==> src/rtl/wdt_guard.sv <==
module wdt_guard #(
  parameter int BASE_LOG2 = 14,
  parameter int WIN       = 4
) (
  input  logic       clk,
  input  logic       rst_n,
  input  logic       osc_tick,
  input  logic       ctl_we,
  input  logic [7:0] ctl_wdata,
  input  logic       kick,
  output logic [7:0] ctl_rdata,
  output logic       sys_rst_pulse
);
  localparam int PS_W = 3;
  localparam int CW   = BASE_LOG2 + (1 << PS_W);
  localparam int WW   = (WIN > 1) ? $clog2(WIN) : 1;
  localparam logic [WW-1:0] WIN_LD = WW'(WIN - 1);

  logic            en, toe;
  logic [PS_W-1:0] ps;
  logic [WW-1:0]   win;
  logic [CW-1:0]   cnt, limit;
  logic            unlock, expired, unused_hi;

  assign unused_hi = ^ctl_wdata[7:5];
  assign unlock    = ctl_we & ctl_wdata[4] & ctl_wdata[3];
  assign limit     = CW'(1) << (BASE_LOG2 + 32'(ps));
  assign expired   = en & (cnt >= limit);
  assign ctl_rdata = {3'b000, toe, en, ps};

  always_ff @(posedge clk or negedge rst_n) begin
    if (!rst_n) begin
      en  <= 1'b0;
      toe <= 1'b0;
      win <= '0;
      ps  <= '0;
    end else begin
      if (toe) begin
        if (win == '0) toe <= 1'b0;
        else           win <= win - 1'b1;
      end
      if (ctl_we) begin
        ps <= ctl_wdata[PS_W-1:0];
        if (unlock) begin
          en  <= 1'b1;
          toe <= 1'b1;
          win <= WIN_LD;
        end else if (ctl_wdata[3]) begin
          en <= 1'b1;
        end else if (toe) begin
          en  <= 1'b0;
          toe <= 1'b0;
        end
      end
    end
  end

  always_ff @(posedge clk or negedge rst_n) begin
    if (!rst_n) begin
      cnt           <= '0;
      sys_rst_pulse <= 1'b0;
    end else begin
      sys_rst_pulse <= expired;
      if (expired || kick)     cnt <= '0;
      else if (en && osc_tick) cnt <= cnt + 1'b1;
    end
  end


  en_fall_guard_chk: assert property (@(posedge clk) disable iff (!rst_n)
    $fell(en) |-> $past(toe && ctl_we && !ctl_wdata[3]));


  toe_needs_en_chk: assert property (@(posedge clk) disable iff (!rst_n)
    toe |-> en);


  unlock_opens_chk: assert property (@(posedge clk) disable iff (!rst_n)
    unlock |=> (toe && en));


  pulse_needs_en_chk: assert property (@(posedge clk) disable iff (!rst_n)
    sys_rst_pulse |-> $past(en));


  pulse_single_chk: assert property (@(posedge clk) disable iff (!rst_n)
    sys_rst_pulse |=> !sys_rst_pulse);


  hold_when_off_chk: assert property (@(posedge clk) disable iff (!rst_n)
    (!en && !kick) |=> $stable(cnt));


  kick_clears_chk: assert property (@(posedge clk) disable iff (!rst_n)
    kick |=> (cnt == '0));
endmodule

==> config.mk <==
export PLATFORM = sky130hd
export DESIGN_NAME = wdt_guard
export DESIGN_NICKNAME = d
export VERILOG_FILES = /design/src/rtl/wdt_guard.sv
export SDC_FILE = /design/constraint.sdc
export NUM_CORES = 1
export LEC_CHECK = 0
export ABC_AREA = 0
export CORE_MARGIN = 2
export CORE_UTILIZATION = 31
export DETAILED_ROUTE_END_ITERATION = 10
export DONT_BUFFER_PORTS = 1
export GPL_TIMING_DRIVEN = 1
export HOLD_SLACK_MARGIN = 0.12
export PLACE_DENSITY = 0.44
export SKIP_CTS_REPAIR_TIMING = 1
export SYNTH_ARGS = -nofsm -noshare
export SYNTH_HDL_FRONTEND = slang
export SYNTH_SLANG_ARGS = --single-unit
==> constraint.sdc <==
create_clock -name clk -period 2.7 [get_ports clk]
set_input_delay 0.135 -clock clk [delete_from_list [all_inputs] [get_ports clk]]
set_output_delay 0.135 -clock clk [all_outputs]
set_load 0.05 [all_outputs]
==> results.json <==
{
  "status": "completed",
  "max-vdd-ir-drop_uv": 303.9,
  "area_growth_syn_to_layout_pct": 16.92,
  "min_period_ns": 2.353,
  "finalSetupViolCount": 0,
  "worst-endpoint-arrival_ns": 2.56,
  "vias": 1336,
  "comb_power_share_pct": 19.2,
  "grt_max_degree": 31,
  "floorplan.die.width_um": 79.20,
  "fin_crit_sh_pct": 87.15,
  "p_int_mw": 0.7737,
  "route.detailed.wl_per_inst_um": 12.99,
  "die_height_um": 79.20,
  "tns_ns": 0,
  "placement_rows": 27,
  "timing_max_transition_violations_final": 0,
  "nets": 232,
  "drtIter0Drc": 57,
  "cts_sinks": 30,
  "yosys.cell_types.count": 28,
  "ioPinCount": 22,
  "yosysTopAreaCellShare_pct": 42.83,
  "power.density_nw_per_um2": 565.9,
  "fill_cells": 575,
  "fin_total_pwr_mw": 1.160,
  "required_ns": 2.91,
  "max_cap_violations": 0,
  "floorplan.die_area_um2": 6272,
  "p_leak_nw": 0.8993,
  "place_congestion": 0.7898,
  "ys_ff_latch": 30,
  "syn_inst": 192,
  "clockBufferDepth": 2,
  "most_common_cell_after_layout_fill_and_taps_aside": "sky130_fd_sc_hd__dfrtp_1",
  "n_antenna_cell": 0,
  "antenna_violations_before_repair": 0,
  "register_area_um2": 750.7,
  "grt_overflow": 0,
  "hold_path_class": "in2reg",
  "worstSkewPairLatency_ns": 0.29,
  "yosys_warnings": 0,
  "clock_skew_ns": 0.006176,
  "clkTransAtPathRegs_ns": 0.07,
  "setup.worst_path.start_class": "register",
  "initial_core_util_pct": 32.03,
  "core_area_um2": 5473,
  "drt_pass1_iterations": 4,
  "syn_area_per_cell_um2": 9.130,
  "post_synth_main_area_contributors": "sky130_fd_sc_hd__dfrtp_1, sky130_fd_sc_hd__ha_1, sky130_fd_sc_hd__xor2_1",
  "setup_ws_ns": 0.3470,
  "drt_drc_violations_left": 0,
  "yosys.area.top_type": "sky130_fd_sc_hd__dfrtp_1",
  "worstMarginPinSlew_ns": 0.5548,
  "drt.antenna.violating_nets": 0,
  "layout.cells.most_common_list": "sky130_fd_sc_hd__dfrtp_1, sky130_fd_sc_hd__nor2_1, sky130_fd_sc_hd__nand2_1",
  "fraction_of_layout_instances_using_a_drive_strength_above_1_pct": 8.654,
  "clock_tree.root_cell": "sky130_fd_sc_hd__clkbuf_8",
  "power.sequential.fraction_pct": 47.3,
  "timing.reg2reg.setup_slack_ns": 0.35,
  "multi_input_comb_area_um2": 934.6,
  "finalWirelength_um": 3636,
  "hpwl_um": 2588,
  "routed_via_density": 4.771,
  "tritoncts.num_buffers": 5,
  "cts_tree": "built",
  "io_buffers": 0,
  "p_sw_share_pct": 33.29,
  "reported_net_switching_power_mw": 0.3861,
  "dp_slack_ns": 0.3378,
  "grt_first_pass_wirelength_um": 6313,
  "start_to_end_type_of_the_worst_setup_path": "reg2reg",
  "hold_viol_final": 0,
  "htreeDepth": 2,
  "cp-end-kind": "register",
  "fmaxAchievable_mhz": 425.0,
  "grt_setup_unrepaired": "false",
  "grt_util_all_layers_pct": 13.01,
  "syn_area_um2": 1753,
  "p_clk_share_pct": 33.6,
  "slew-limit-headroom_pct": 63.01,
  "seq_total_area_yosys_pct": 42.83,
  "grt_pass1_vias": 1324,
  "crit_path_max_fanout": 22
}
## Yosys cell counts
cell and number:
sky130_fd_sc_hd__and3_1 5, sky130_fd_sc_hd__xnor2_1 5, sky130_fd_sc_hd__nor2_1 26, sky130_fd_sc_hd__nand3_1 15, sky130_fd_sc_hd__a21oi_1 7, sky130_fd_sc_hd__nor2_4 2
sky130_fd_sc_hd__ha_1 12, sky130_fd_sc_hd__clkbuf_1 3, sky130_fd_sc_hd__nor4_1 3, sky130_fd_sc_hd__a22oi_1 1, sky130_fd_sc_hd__nand3_4 1, sky130_fd_sc_hd__and4b_1 1
sky130_fd_sc_hd__nand3b_1 3, sky130_fd_sc_hd__inv_1 5, sky130_fd_sc_hd__nor2b_1 4, sky130_fd_sc_hd__o21ai_0 7, sky130_fd_sc_hd__nor3_1 2, sky130_fd_sc_hd__and4_1 3
sky130_fd_sc_hd__nand2_1 25, sky130_fd_sc_hd__mux2_2 1, sky130_fd_sc_hd__nand4_1 5, sky130_fd_sc_hd__conb_1 2, sky130_fd_sc_hd__dfrtp_1 30, sky130_fd_sc_hd__or3_1 1
sky130_fd_sc_hd__nand4b_1 1, sky130_fd_sc_hd__buf_4 6, sky130_fd_sc_hd__a22o_1 1, sky130_fd_sc_hd__xor2_1 15
## metrics by stage
stage	cell area, um2	cells	utilization, %	hold slack, ns
global route	2049	280	37.45	0.1496
global placement	1844	262	33.70	-0.1592
detailed placement	1844	262	33.70	-0.1590
floorplan	1760	194	-	-0.1606
finish	2049	280	37.45	0.1129
CTS	1939	270	35.44	-0.4717
## flip-flops by register name, indices dropped and copies added (netlist names)
register       count
sys_rst_pulse      1
en                 1
ps                 3
cnt               22
win                2
toe                1
## final cells by class
type                            count  share of cell area [%]
Clock buffer                        6                   4.029
Clock inverter                      2                  0.6105
Inverter                            5                  0.9157
Multi-Input combinational cell    150                   45.60
Sequential cell                    30                   36.63
Tap cell                           72                   4.396
Timing Repair Buffer               15                   7.814
## power groups by stage
| stage | logic [mW] | clock network (mW) | registers [mW] |
|---|---|---|---|
| after floorplan | 0.156 | 0 | 0.553 |
| after global placement | 0.194 | 0 | 0.554 |
| after detailed placement | 0.196 | 0 | 0.558 |
| after CTS | 0.197 | 0.401 | 0.549 |
| after global routing | 0.252 | 0.426 | 0.555 |
| final | 0.223 | 0.389 | 0.548 |
## logic make-up (layout without fill, tap and decap cells)
| kind of cell | count (synthesis) | count (layout) | share of synthesized area, % |
|---|---|---|---|
| DFF | 30 | 30 | 42.83 |
| xor gates and xnor gates | 20 | 20 | 9.993 |
| adders and majority gates | 12 | 12 | 8.565 |
| muxes | 1 | 1 | 0.6424 |
| other | 2 | 4 | 0.4284 |
| buffers and inverters | 14 | 28 | 4.283 |
| AOI/OAI and AO/OA | 16 | 16 | 4.925 |
| and+or+nand+nor | 97 | 97 | 28.34 |
## layer usage
metal,part of all wire (%),GRT usage (%),up-vias,routed length (um)
li1,-,-,681,-
met1,47,16.49,632,1715
met2,47,21.02,18,1726
met3,4.1,4.205,5,148
met4,1.3,4.138,0,46
met5,0,0,-,0
## path summary, 6_finish.rpt
kind / endpoint / depth (start not counted) / startpoint
max in group asynchronous: cnt[1]$_DFFE_PN0P_ / 2 / rst_n
worst max-delay path: cnt[1]$_DFFE_PN0P_ / 11 / ps[1]$_DFFE_PN0P_
worst min-delay path: cnt[2]$_DFFE_PN0P_ / 3 / osc_tick
worst max register to register: cnt[1]$_DFFE_PN0P_ / 11 / ps[1]$_DFFE_PN0P_
worst min register to register: win[0]$_DFF_PN0_ / 2 / win[0]$_DFF_PN0_
min in group asynchronous: cnt[12]$_DFFE_PN0P_ / 2 / rst_n
## worst max-delay path, cell delays in order, from the launching register on
cell and delay, ns:
sky130_fd_sc_hd__dfrtp_1 0.34, sky130_fd_sc_hd__inv_1 0.07, sky130_fd_sc_hd__ha_1 0.31, sky130_fd_sc_hd__nor2b_1 0.24, sky130_fd_sc_hd__nand3_1 0.11, sky130_fd_sc_hd__ha_1 0.29
sky130_fd_sc_hd__a21oi_1 0.12, sky130_fd_sc_hd__o21ai_0 0.13, sky130_fd_sc_hd__a22oi_1 0.20, sky130_fd_sc_hd__nand3b_1 0.15, sky130_fd_sc_hd__buf_12 0.19, sky130_fd_sc_hd__a21oi_1 0.12
Note: power is estimated with default switching activity, not from simulation.
